==> config.mk <==
export PLATFORM = sky130hd
export DESIGN_NAME = softstart_supervisor
export DESIGN_NICKNAME = d
export VERILOG_FILES = /design/src/rtl/sup_pkg.sv /design/src/rtl/sup_sync.sv /design/src/rtl/sup_accum.sv /design/src/rtl/sup_ctrl.sv /design/src/rtl/softstart_supervisor.sv
export SDC_FILE = /design/constraint.sdc
export NUM_CORES = 1
export LEC_CHECK = 0
export BUFFER_PORTS_ARGS = -buffer_cell sky130_fd_sc_hd__buf_2
export CORE_MARGIN = 2
export CORE_UTILIZATION = 45
export CTS_CLUSTER_DIAMETER = 40
export DETAILED_ROUTE_END_ITERATION = 10
export PLACE_DENSITY = 0.63
export SLEW_MARGIN = 20
export SYNTH_ARGS = -nofsm -noshare
export SYNTH_HDL_FRONTEND = slang
export SYNTH_HIERARCHICAL = 1
export SYNTH_SLANG_ARGS = --single-unit
==> constraint.sdc <==
create_clock -name clk -period 3 [get_ports clk]
set_clock_uncertainty 0.05 [all_clocks]
set_input_delay 0.6 -clock clk [delete_from_list [all_inputs] [get_ports clk]]
set_output_delay 0.6 -clock clk [all_outputs]
set_load 0.02 [all_outputs]
==> src/rtl/sup_pkg.sv <==
package sup_pkg;

    typedef enum logic [2:0] {
        MODE_OFF   = 3'd0,
        MODE_WAIT  = 3'd1,
        MODE_RUN   = 3'd2,
        MODE_STOP  = 3'd3,
        MODE_FAULT = 3'd4
    } sup_mode_e;

    // synchronised comparator flags; field order matches the top-level packing
    typedef struct packed {
        logic uvlo_on;
        logic uvlo_run;
        logic ovp;
        logic vcc_ok;
        logic ref_ok;
        logic t_hot;
        logic t_warm;
        logic comp_ctl;
        logic hiccup;
        logic ssoff;
    } sup_flags_t;

    localparam int NFLAGS = $bits(sup_flags_t);

    // integrator command
    typedef struct packed {
        logic clr;
        logic up;
        logic dn;
        logic fast;
    } acc_cmd_t;

    localparam acc_cmd_t CMD_IDLE  = '{clr: 1'b0, up: 1'b0, dn: 1'b0, fast: 1'b0};
    localparam acc_cmd_t CMD_CLEAR = '{clr: 1'b1, up: 1'b0, dn: 1'b0, fast: 1'b0};

    localparam int SOFT_MULT = 3;
    localparam int FAST_MULT = 6;

endpackage

==> src/rtl/sup_sync.sv <==
module sup_sync #(
    parameter int N      = 1,
    parameter int STAGES = 2
) (
    input  logic         clk,
    input  logic         rst,
    input  logic [N-1:0] d,
    output logic [N-1:0] q
);
    logic [N-1:0] stg [STAGES];

    always_ff @(posedge clk) begin
        if (rst) begin
            for (int i = 0; i < STAGES; i++) stg[i] <= '0;
        end else begin
            stg[0] <= d;
            for (int i = 1; i < STAGES; i++) stg[i] <= stg[i-1];
        end
    end

    assign q = stg[STAGES-1];
endmodule

==> src/rtl/sup_accum.sv <==
module sup_accum
    import sup_pkg::*;
#(
    parameter int W       = 10,
    parameter int UP      = 2,
    parameter int DN_SLOW = 6,
    parameter int DN_FAST = 12
) (
    input  logic           clk,
    input  logic           rst,
    input  acc_cmd_t       cmd,
    output logic [W-1:0]   acc
);
    localparam logic [W:0] FULL = {1'b0, {W{1'b1}}};
    localparam logic [W:0] UPV  = (W+1)'(UP);
    localparam logic [W:0] DNS  = (W+1)'(DN_SLOW);
    localparam logic [W:0] DNF  = (W+1)'(DN_FAST);

    logic [W:0] wide, sum, up_val, step, dn_val;

    always_comb begin
        wide   = {1'b0, acc};
        sum    = wide + UPV;
        up_val = (sum > FULL) ? FULL : sum;
        step   = cmd.fast ? DNF : DNS;
        dn_val = (wide < step) ? '0 : (wide - step);
    end

    always_ff @(posedge clk) begin
        if (rst || cmd.clr) acc <= '0;
        else if (cmd.dn)    acc <= dn_val[W-1:0];
        else if (cmd.up)    acc <= up_val[W-1:0];
    end
endmodule

==> src/rtl/sup_ctrl.sv <==
module sup_ctrl
    import sup_pkg::*;
#(
    parameter int ACC_W    = 10,
    parameter int LVL_OFS  = 200,
    parameter int LVL_GATE = 400
) (
    input  logic             clk,
    input  logic             rst,
    input  sup_flags_t       f,
    input  logic [ACC_W-1:0] ss_acc,
    input  logic [ACC_W-1:0] sr_acc,
    output sup_mode_e        mode,
    output acc_cmd_t         ss_cmd,
    output acc_cmd_t         sr_cmd
);
    localparam logic [ACC_W-1:0] OFS_V  = ACC_W'(LVL_OFS);
    localparam logic [ACC_W-1:0] GATE_V = ACC_W'(LVL_GATE);

    sup_mode_e state, nxt;
    logic      therm;
    logic      sr_rel, rel_nxt;
    logic      fast, fast_nxt;
    logic      hard, start_ok, stop_req;

    // thermal latch: trip at the hot comparator, release below the warm one
    always_ff @(posedge clk) begin
        if (rst)            therm <= 1'b0;
        else if (f.t_hot)   therm <= 1'b1;
        else if (!f.t_warm) therm <= 1'b0;
    end

    always_comb begin
        hard     = f.ovp | ~f.vcc_ok | ~f.ref_ok | therm;
        start_ok = f.uvlo_run & ~f.hiccup;
        stop_req = ~f.uvlo_run | f.hiccup;
        nxt      = state;
        ss_cmd   = CMD_IDLE;
        sr_cmd   = CMD_IDLE;
        rel_nxt  = sr_rel;
        fast_nxt = fast;

        if (!f.uvlo_on) begin
            nxt = MODE_OFF;   ss_cmd = CMD_CLEAR; sr_cmd = CMD_CLEAR;
            rel_nxt = 1'b0;   fast_nxt = 1'b0;
        end else if (hard) begin
            nxt = MODE_FAULT; ss_cmd = CMD_CLEAR; sr_cmd = CMD_CLEAR;
            rel_nxt = 1'b0;   fast_nxt = 1'b0;
        end else begin
            unique case (state)
                MODE_RUN: begin
                    if (stop_req) begin
                        if (f.ssoff) begin
                            nxt = MODE_WAIT; ss_cmd = CMD_CLEAR; sr_cmd = CMD_CLEAR;
                            rel_nxt = 1'b0;
                        end else begin
                            nxt = MODE_STOP;
                            fast_nxt = f.hiccup;
                        end
                    end else begin
                        ss_cmd.up = 1'b1;
                        sr_cmd.up = sr_rel;
                        if ((ss_acc > GATE_V) && f.comp_ctl) rel_nxt = 1'b1;
                    end
                end
                MODE_STOP: begin
                    if (f.ssoff || (sr_acc <= OFS_V)) begin
                        nxt = MODE_WAIT; ss_cmd = CMD_CLEAR; sr_cmd = CMD_CLEAR;
                        rel_nxt = 1'b0;  fast_nxt = 1'b0;
                    end else begin
                        sr_cmd.dn   = 1'b1;
                        sr_cmd.fast = fast | f.hiccup;
                        fast_nxt    = fast | f.hiccup;
                    end
                end
                default: begin
                    ss_cmd = CMD_CLEAR; sr_cmd = CMD_CLEAR;
                    rel_nxt = 1'b0;     fast_nxt = 1'b0;
                    nxt = start_ok ? MODE_RUN : MODE_WAIT;
                end
            endcase
        end
    end

    always_ff @(posedge clk) begin
        if (rst) begin
            state  <= MODE_OFF;
            sr_rel <= 1'b0;
            fast   <= 1'b0;
        end else begin
            state  <= nxt;
            sr_rel <= rel_nxt;
            fast   <= fast_nxt;
        end
    end

    assign mode = state;
endmodule

==> src/rtl/softstart_supervisor.sv <==
module softstart_supervisor
    import sup_pkg::*;
#(
    parameter int ACC_W    = 10,
    parameter int CHG_STEP = 2,
    parameter int LVL_OFS  = 200,
    parameter int LVL_GATE = 400
) (
    input  logic             clk,
    input  logic             rst,
    input  logic             uvlo_above_off,
    input  logic             uvlo_above_run,
    input  logic             ovp_trip,
    input  logic             vcc_good,
    input  logic             ref_good,
    input  logic             temp_hot,
    input  logic             temp_warm,
    input  logic             loop_in_ctl,
    input  logic             hiccup_req,
    input  logic             soft_stop_off,
    output logic [ACC_W-1:0] ss_level,
    output logic [ACC_W-1:0] sr_level,
    output logic             sr_enable,
    output logic             drive_enable,
    output logic [2:0]       mode
);
    localparam int SLOW_DN = SOFT_MULT * CHG_STEP;
    localparam int FAST_DN = FAST_MULT * CHG_STEP;
    localparam logic [ACC_W-1:0] OFS_V = ACC_W'(LVL_OFS);

    logic [NFLAGS-1:0] raw_vec, sync_vec;
    sup_flags_t        flags;
    sup_mode_e         st;
    acc_cmd_t          ss_cmd, sr_cmd;
    logic              active;

    assign raw_vec = {uvlo_above_off, uvlo_above_run, ovp_trip, vcc_good, ref_good,
                      temp_hot, temp_warm, loop_in_ctl, hiccup_req, soft_stop_off};

    sup_sync #(.N(NFLAGS), .STAGES(2)) u_sync (
        .clk (clk),
        .rst (rst),
        .d   (raw_vec),
        .q   (sync_vec)
    );

    assign flags = sup_flags_t'(sync_vec);

    sup_ctrl #(.ACC_W(ACC_W), .LVL_OFS(LVL_OFS), .LVL_GATE(LVL_GATE)) u_ctrl (
        .clk    (clk),
        .rst    (rst),
        .f      (flags),
        .ss_acc (ss_level),
        .sr_acc (sr_level),
        .mode   (st),
        .ss_cmd (ss_cmd),
        .sr_cmd (sr_cmd)
    );

    sup_accum #(.W(ACC_W), .UP(CHG_STEP), .DN_SLOW(SLOW_DN), .DN_FAST(FAST_DN)) u_ss (
        .clk (clk),
        .rst (rst),
        .cmd (ss_cmd),
        .acc (ss_level)
    );

    sup_accum #(.W(ACC_W), .UP(CHG_STEP), .DN_SLOW(SLOW_DN), .DN_FAST(FAST_DN)) u_sr (
        .clk (clk),
        .rst (rst),
        .cmd (sr_cmd),
        .acc (sr_level)
    );

    assign active       = (st == MODE_RUN) || (st == MODE_STOP);
    assign drive_enable = active;
    assign sr_enable    = active && (sr_level > OFS_V);
    assign mode         = st;
endmodule

* After elaboration in Yosys (flattened, before gate mapping)
Memories as Yosys holds them, arrays and structs flattened.
Index checks and enable logic that the tools add are counted.
** Word-level totals
- Register bits :: 26
- Bits in writable memories :: 20
- Memories kept :: 1
** Cells by class
- $add $sub $neg :: 4
- Order comparisons :: 7
- Equality and inequality tests :: 10
- Muxes and demuxes :: 46
- Bitwise gates (word level) :: 13
- Reduce and logical (&&, ||, !) cells :: 14
** Memories
- u_sync.stg :: depth 2, width 10, rd ports 2, clocked after Yosys merged registers in 0, write ports 2, RTL line sup_sync.sv:10 : logic [N-1:0] stg [STAGES];
** Operators with widths (count)
- $mux 10 :: 10
- $mux 4 :: 8
- $add 10x2->11 const B :: 2
- $gt 11x10->1 const B :: 2
- $lt 10x11->1 :: 2
- $sub 10x10->10 :: 2
- $pmux 4 s2 :: 2
- $mux 1 :: 15
- $gt 10x8->1 const B :: 1
- $gt 10x9->1 const B :: 1
- $le 10x8->1 const B :: 1
- $mux 2 :: 5
- $mux 3 :: 3
- $ne 3x1->1 const B :: 3
- $or 1x1->1 :: 7
- $eq 3x2->1 const B :: 2
- $pmux 3 s2 :: 1
- $reduce_and 2->1 :: 3
- $not 1->1 :: 5
- $logic_or 1x1->1 :: 4
- $ne 2x1->1 const B :: 2
- $ne 2x2->1 const B :: 2
- $pmux 1 s2 :: 2
- $reduce_bool 2->1 :: 2
- 6 further kinds :: 7

* Longest topological paths before layout
Gate-level depths: netlist of run 1.
An unclocked memory read counts as a cell.
- Word-level depth :: 11
- Mapped depth :: 13
- Depth with buffers taken out :: 13

* Hierarchy
Netlist of run 1, hierarchy kept.
** By module, submodules not included
- sup_accum :: instances 2, cells each 130, area an instance 1002.2 um^2, sequential area each 200.2 um^2
- sup_sync :: instances 1, cells each 52, area an instance 693.2 um^2, sequential area each 400.4 um^2
- sup_ctrl :: instances 1, cells each 59, area an instance 467.9 um^2, sequential area each 120.1 um^2
- softstart_supervisor :: instances 1, cells each 6, area an instance 46.3 um^2, sequential area each 0.0 um^2

* Worst setup path after synthesis of run 1
OpenSTA, ideal clock, no wires.
- Kind :: reg2reg
- Start point :: register u_sr.acc[6]
- End point :: register u_sr.acc[5]
- Arrival :: 2700 ps
- Required time :: 2815 ps
- Slack :: 115 ps
- Stages on the path, launching flop included :: 12
- Buffers on the path :: 0
- Clock period less this slack :: 2885 ps
- Path through :: dfxtp_1 > nand3_1 > o211ai_1 > nand2_1 > nor4_1 > inv_1 > ha_1 > and3b_1 > o41ai_4 > o21ai_1 > a31oi_1 > o41ai_1
** RTL lines
- start: declaration :: RTL line sup_accum.sv:12 : output logic [W-1:0] acc
- start signal: assignment :: RTL line sup_accum.sv:31 : else if (cmd.dn) acc <= dn_val[W-1:0];
- start signal: assignment :: RTL line sup_accum.sv:32 : else if (cmd.up) acc <= up_val[W-1:0];

==> impl_results.md, run 1 <==
- Maximum vdd drop: 227 µV
- Netlist cell types: 65
- Cts bufs inserted: 5
- Total track usage: 20.4%
- Post-DP HPWL: roughly 5500 µm
- Post-synth ARST share: 0%
- Clock Path Buffers: 2
- Vias in the first global route: 2597
- Final hold slack: between 0.3 and 0.4 ns
- Antenna Nets Post-Route: 0
- CTS Root Cell: clkbuf_8
- Slew Limit Fails: 0
- First-pass GRT wire length: ~13000 µm
- WP data arrival: approximately 3.0 ns
- Area growth from synthesis to layout: 10.7%
- Post-synth top area cell: dfxtp_1
- Crit. End Element: register
- Register Area: 923 µm²
- Final Cycle Share: a little over nine tenths
- Core region area: 6870 µm²
- Buffers on Ports: 36
- DR WL/cell: ~15 µm
- Max-Cap Viols: 0
- Row cnt: 30
- Sequential fraction of the synthesis area: approximately 29%
- CTS tree: built
- Area of the multi-input gates: approximately 2000 µm²
- Hold WC Path Type: register to register
- Pwr/cell area: a little over 300 nW/µm²
- Kind of critical path: register to register
- Post-synth EDFFs: 0
- Final hold violation count: 0
- Initial DRC Count: between 200 and 250
- Slowest CP cell: or4_1
- Largest stage delay on the critical path: approximately 0.45 ns
- CTS Hold Bufs: 0
- Flops & latches, synth: 46
- Crit path buffers/inverters: 1
- Final WL: 7620 µm
- Max Freq: between 0.3 and 0.4 GHz
- Chip Width: 88.5 µm
- # diodes: 0
- CP top delay family: simple AND/OR/NAND/NOR gates
- Critical path fanouts, max: 6
- Final Non-Filler Cells: just over 500
- Largest cells by area after synthesis: dfxtp_1, nor2b_2, ha_1
- Synth Warn #: 6
- Placed inst area: ~3400 µm²
- Tmin final: approximately 2.8 ns
- Die area: approximately 7800 µm²
- Vias: 2853
- Sink Count: between 40 and 50
- Overflow after GRT: 0
- Worst-path clk slew: roughly 0.10 ns
- Finished Core Util: 51.7%
- Crit path cell chain: nand3_1 > o211ai_1 > nand2_2 > nor4_2 > inv_1 > ha_1 > and3b_2 > or4_1 > nor3_2 > a21oi_1 > a211oi_1
- Slew margin rel.: between 60% and 70%
- TNS Setup: 0 ns
- Level count of the clock H-tree: 2
- DRC: 0
- Status: complete, no violations
- Mapped Cells: 377
- Final GP Congestion: about 0.90
- Layout Nets: 428
- Initial Utilization: between 40% and 50%
- Layout cells sized above 1: 26.3%
- Setup Viol. Count Final: 0
- Top FF cell, synth: dfxtp_1
- P_leak: between 1 and 1.5 nW
- Syn_area_per_cell: roughly 8.5 µm²
- Slew at the pin closest to its max-slew limit: 0.565 ns
- Vias per cell: between 5 and 6
- Clock Latency Late Sink: ~0.3 ns
- Critical path data required time: around 3.2 ns
- Detailed Routing Iterations Pass 1: 5
- Post-Syn Area: approximately 3200 µm²
- Initial antenna violation count: 0
- CP startpoint kind: register
- FILL cells: around 680
- Final instance area: around 3600 µm²
- Largest net degree at the start of global routing: 18
- Top cell type's share of synthesized area: 28.7%
- Die Y-Extent: 88.5 µm
- I/O Pins: 37
- Dpl cells: ~500
## kinds of logic after synthesis
| family | Yosys count | share of synthesized area, % |
|---|---|---|
| AND/OR/NAND/NOR | 158 | 30.6 |
| AO/OA/AOI/OAI | 100 | 23.9 |
| flip-flops | 46 | 28.7 |
| buffers and inverters | 46 | 8.22 |
| adder cells (fa/ha/maj) | 10 | 3.90 |
| XOR/XNOR | 10 | 2.73 |
| multiplexers | 6 | 1.87 |
| other | 1 | 0.117 |
## cells in the mapped netlist, types with 5 or more instances
master	count
xnor2_1	8
nand3_1	13
clkbuf_1	9
mux2i_1	6
or3_1	5
o211a_1	5
nor2b_1	8
buf_4	15
nor3_1	15
a21oi_1	20
nor2b_2	16
ha_1	10
nor4_1	7
o21ai_0	13
o21ai_1	7
o211ai_1	10
inv_1	12
dfxtp_1	46
nor2_1	29
nand2_1	16
## per-layer routing
metal | vias to the layer above | wire [µm] | track usage, %
li1 | 1431 | - | -
met1 | 1328 | 3690 | 29.0
met2 | 82 | 3410 | 31.0
met3 | 12 | 363 | 3.73
met4 | 0 | 164 | 7.30
met5 | - | 0 | 0
## cell type report
cell class                 count  area share [%]
multi-input combinational    286            57.6
sequential                    46            26.0
timing repair buffer          55            9.08
tap                           96            3.38
clock buffer                   5            1.94
inverter                      12            1.27
clock inverter                 3           0.739
## final timing paths
check	slack (ns)	endpoint	from	cells past startpoint
setup / recovery	0.17	u_sr/acc[6]$_SDFFE_PP0P_	u_sr/acc[6]$_SDFFE_PP0P_	11
hold / removal	0.39	u_sync/stg[0][10]$_SDFF_PP0_	u_sync/stg[0][0]$_SDFF_PP0_	1
setup reg to reg	0.17	u_sr/acc[6]$_SDFFE_PP0P_	u_sr/acc[6]$_SDFFE_PP0P_	11
hold reg to reg	0.39	u_sync/stg[0][10]$_SDFF_PP0_	u_sync/stg[0][0]$_SDFF_PP0_	1
## worst register-to-register path, cell delays in order (launching register included)
cell and delay, ns:
dfxtp_1 0.38, nand3_1 0.08, o211ai_1 0.28, nand2_2 0.13, nor4_2 0.25, inv_1 0.10
ha_1 0.34, and3b_2 0.26, or4_1 0.46, nor3_2 0.13, a21oi_1 0.06, a211oi_1 0.23
## registers in the layout, indices dropped and copies added (netlist names)
register,cells
u_sync/stg,20
u_sr/acc,10
u_ss/acc,10
u_ctrl/mode,3
u_ctrl/fast,1
u_ctrl/sr_rel,1
u_ctrl/therm,1
## placed cells by master, fill, tap and decap left out, drive strengths merged, types with 6 or more instances in the layout
cell,synthesis,routed
nor2,29,29
o21ai,20,20
inv,12,15
a21oi,20,20
nor4,8,8
or2,6,6
dfxtp,46,46
ha,10,10
xnor2,8,8
o221a,6,6
o41ai,6,6
o211ai,10,10
nand2,17,17
buf,25,55
nor2b,28,28
nor3,16,16
mux2i,6,6
nand3,13,13
## timing repair
| item | in CTS | in global routing |
|---|---|---|
| hold endpoints to repair | 0 | 0 |
| gates resized for setup | 0 | 7 |
| setup endpoints to repair | 0 | 9 |
| setup buffers | 0 | 3 |
## metrics by stage
stage	setup WS [ns]	power, W
final	0.172	0.00109
after global routing	-0.0115	0.00114
after CTS	0.0117	0.00111
after detailed placement	0.0380	0.000696
after global placement	0.0974	0.000694
after floorplan	0.115	0.000693
## power by group
part	internal, W	switching, W
logic	0.0000276	0.0000278
clock network	0.000173	0.000234
registers	0.000623	0.00000507
total	0.000824	0.000267
(Power assumes the default switching activity.)
==> run 2: changes to the inputs <==
--- a/config.mk
+++ b/config.mk
@@ -5,6 +5,7 @@
 export SDC_FILE = /design/constraint.sdc
 export NUM_CORES = 1
 export LEC_CHECK = 0
+export ABC_AREA = 1
 export BUFFER_PORTS_ARGS = -buffer_cell sky130_fd_sc_hd__buf_2
 export CORE_MARGIN = 2
 export CORE_UTILIZATION = 45
==> run 2 against run 1 <==
Count of clock-buffer cells in the layout did not move. Register-to-register slack improved by 0.13 ns. Hold slack got worse by 0.039 ns. Total power fell by 1.8%. Via count rose by 5.2%. Synthesized cell count rose by 28%. Combinational power fell by 22%. Global-route usage fell by 1.3 points. Non-clock buffer count fell by 9. Sequential share of layout area rose by 0.24 points. Final area fell by 1.2%. Cell count rose by 21%.
==> impl_results.md, run 2 <==
- Final GP Congestion: 0.951 (+5.5%)
- Finished Core Util: 51.1% (-0.62 points)
- Grt met1 use: 24.4% (-4.6 points)
- # diodes: 0 (unchanged)
- Mapped Cells: 483 (+28%)
- Final Non-Filler Cells: 611 (+21%)
- Layout cells sized above 1: 21.7% (-4.5 points)
- Detailed Routing Iterations Pass 1: 4 (-1)
- Initial Utilization: 46.8% (+0.073 points)
- Largest net degree at the start of global routing: 26 (+8)
- Final WL: 7160 µm (-6.1%)
- Level count of the clock H-tree: 2 (unchanged)
- Hold Crit Start: u_sync/stg[0][0]$_SDFF_PP0_
- Area growth from synthesis to layout: 9.18%
- Post-synth ARST share: 0% (unchanged)
- Die Y-Extent: 88.6 µm (about the same)
- Synth cell count leaders: nand2_1, inv_1, nor2_1, nand3_1, dfxtp_1
- Switching Share: 24.6% (+0.16 points)
- Max Freq: 0.371 GHz (+4.9%)
- Clock Power Share: 37.3% (about the same)
- CTS Hold Bufs: 0 (unchanged)
- Max FFs per register: 20 (unchanged)
- CP startpoint kind: register
- Comb power frac: 4.0% (-1.1 points)
- Vias: 3000 (+5.2%)
- I/O Pins: 37 (unchanged)
- R2R Setup Slk: 0.30 ns (+0.13 ns)
- Synth Warn #: 6 (unchanged)
- Final Cycle Share: 89.8% (-4.4 points)
- Tmin final: 2.70 ns (-0.133 ns)
- Buffers on Ports: 36 (unchanged)
- Worst Setup SP: u_sr/acc[6]$_SDFFE_PP0P_
- CTS tree: built
- Top cell type's share of synthesized area: 28.6% (-0.045 points)
- Reg-to-Reg End: u_sr/acc[4]$_SDFFE_PP0P_
- Slew Limit Fails: 0 (unchanged)
- Routing usage on met3: 2.89% (-0.84 points)
- Row cnt: 30 (unchanged)
- Top FF cell, synth: dfxtp_1
- Commonest non-fill, non-tap cells in the layout: nand2_1, inv_1, nor2_1
- CTS resizes: 0 (unchanged)
- Global routing's busiest layer: met2
- Initial DRC Count: 137 (-35%)
- Core region area: 6870 µm² (unchanged)
- Antenna Nets Post-Route: 0 (unchanged)
- Critical Path Sink: u_sr/acc[4]$_SDFFE_PP0P_
- Worst reg2reg path depth: 16 (+5)
- Dpl cells: 603 (+23%)
- Crit. End Element: register
- Kind of critical path: register to register
- Max-Cap Viols: 0 (unchanged)
- Commonest non-fill, non-tap cell in the layout: nand2_1
- Clock Latency Late Sink: 0.30 ns (about the same)
- Layout Nets: 536 (+25%)
- Initial antenna violation count: 0 (unchanged)
- Slew margin rel.: 57.1% (-5.0 points)
- GRT met2 Usage: 32.9% (+1.8 points)
- Int Pwr: 0.000807 W (-2.0%)
- Vias in the first global route: 2708 (+4.3%)
- Flops & latches, synth: 46 (unchanged)
- CTS Root Cell: clkbuf_8
- Vias per cell: 4.91 (-13%)
- Cts bufs inserted: 5 (unchanged)
- Final hold violation count: 0 (unchanged)
- Pwr/cell area: 305 nW/µm² (-0.64%)
- DRC: 0 (unchanged)
- Postcts setup bufs: 0 (unchanged)
- Post-Syn Area: 3220 µm² (+0.16%)
- Reg power frac: 58.7% (+1.1 points)
- Largest cells by area after synthesis: dfxtp_1, nand2_1, nand3_1
- Final hold slack: 0.353 ns (-0.0387 ns)
- Post-DP HPWL: 5420 µm (-1.7%)
- Chip Width: 88.6 µm (about the same)
- Maximum vdd drop: 168 µV (-26%)
- Setup Viol. Count Final: 0 (unchanged)
- R2r startpoint: u_sr/acc[6]$_SDFFE_PP0P_
- Die area: 7840 µm² (+0.15%)
- Sink Count: 46 (unchanged)
- Post-synth EDFFs: 0 (unchanged)
- Slew at the pin closest to its max-slew limit: 0.640 ns (+0.0757 ns)
- P_leak: 1.70 nW (+17%)
- TNS Setup: 0 ns (unchanged)
- First-pass GRT wire length: 11900 µm (-6.6%)
- RSZ-0062 raised after global routing: false
- Top Registers: u_sync/stg (20), u_sr/acc (10), u_ss/acc (10)
- FILL cells: 721 (+6.3%)
- Total track usage: 19.1% (-1.3 points)
- WP data arrival: 2.84 ns (-0.15 ns)
- Clock Path Buffers: 2 (unchanged)
- Critical path fanouts, max: 10 (+4)
- Most flop-heavy register: u_sync/stg
- Sequential fraction of the synthesis area: 28.6% (-0.045 points)
- DR WL/cell: 11.7 µm (-23%)
- Overflow after GRT: 0 (unchanged)
- Syn_area_per_cell: 6.66 µm² (-22%)
- Critical path data required time: 3.15 ns (-0.02 ns)
- Status: complete, no violations
- Post-synth top area cell: dfxtp_1
- Netlist cell types: 33 (-49%)
- Net Switching: 0.000264 W (-1.2%)
- Count leader, synth: nand2_1
- Worst-path clk slew: 0.09 ns (about the same)
- Hold WC Path Type: register to register
[run 2: cell count changes in the layout (fill, tap and decap cells not counted), sizes merged, moves of 28 or more]
cell	before	now
nor2b	28	0
nor2	29	80
nand3	13	59
nand2	17	104
inv	15	74
[run 2: worst min path at each step]
stage | end | slack (ns) | depth (start not counted)
5_1_grt | u_sync/stg[0][10]$_SDFF_PP0_ | 0.37 | 2
3_5_place_dp | u_sync/stg[0][14]$_SDFF_PP0_ | 0.34 | 2
3_3_place_gp | u_sync/stg[0][18]$_SDFF_PP0_ | 0.34 | 2
6_report | u_sync/stg[0][10]$_SDFF_PP0_ | 0.35 | 2
4_1_cts | u_sync/stg[0][10]$_SDFF_PP0_ | 0.35 | 2
2_1_floorplan | u_sync/stg[0][10]$_SDFF_PP0_ | 0.34 | 2
[run 2: worst max-delay path: stages, from the launching register on]
cell,delay [ns]
dfxtp_1,0.52
nand2_1,0.12
a21oi_1,0.12
nand2_1,0.07
nand2_2,0.07
nand3_4,0.09
nor3_1,0.14
inv_1,0.09
ha_1,0.33
nand3_1,0.12
nand2_1,0.08
nor2_1,0.18
nand3_2,0.17
nand2_2,0.13
nand2_1,0.10
o31ai_1,0.12
a21oi_2,0.09
[run 2: kinds of logic after synthesis]
logic type	after synthesis	share of synthesized area [%]
compound gates	62	10.8
xor+xnor	12	3.27
fa+ha+maj	10	3.89
buf+inv	98	14.3
flops	46	28.6
other cells	1	0.117
simple gates	254	39.0
[run 2: power groups by stage]
stage,clock network [W],logic (W),registers [W]
floorplan,0,0.0000429,0.000642
global placement,0,0.0000415,0.000643
detailed placement,0,0.0000420,0.000643
CTS,0.000414,0.0000421,0.000629
global route,0.000434,0.0000498,0.000630
finish,0.000399,0.0000433,0.000629
[run 2: metrics by stage]
stage	worst slack (ns)	area, µm²	power, W
2_1_floorplan	0.494	3220	0.000684
3_3_place_gp	0.413	3420	0.000684
3_5_place_dp	0.358	3420	0.000685
4_1_cts	0.343	3510	0.00109
5_1_grt	0.0175	3510	0.00111
6_report	0.305	3510	0.00107
[run 2: per-layer routing]
layer | share of wire, % | routed length, µm
met5 | 0 | 0
met2 | 47 | 3380
met3 | 4.7 | 338
met4 | 2.0 | 145
met1 | 46 | 3300
[run 2: cell type report]
class                      instances  area [µm²]  area share [%]
multi-input combinational        340        1840            52.4
sequential                        46         921            26.2
inverter                          75         282            8.02
timing repair buffer              46         255            7.27
tap                               96         120            3.42
clock buffer                       5        68.8            1.96
clock inverter                     3        25.0           0.713
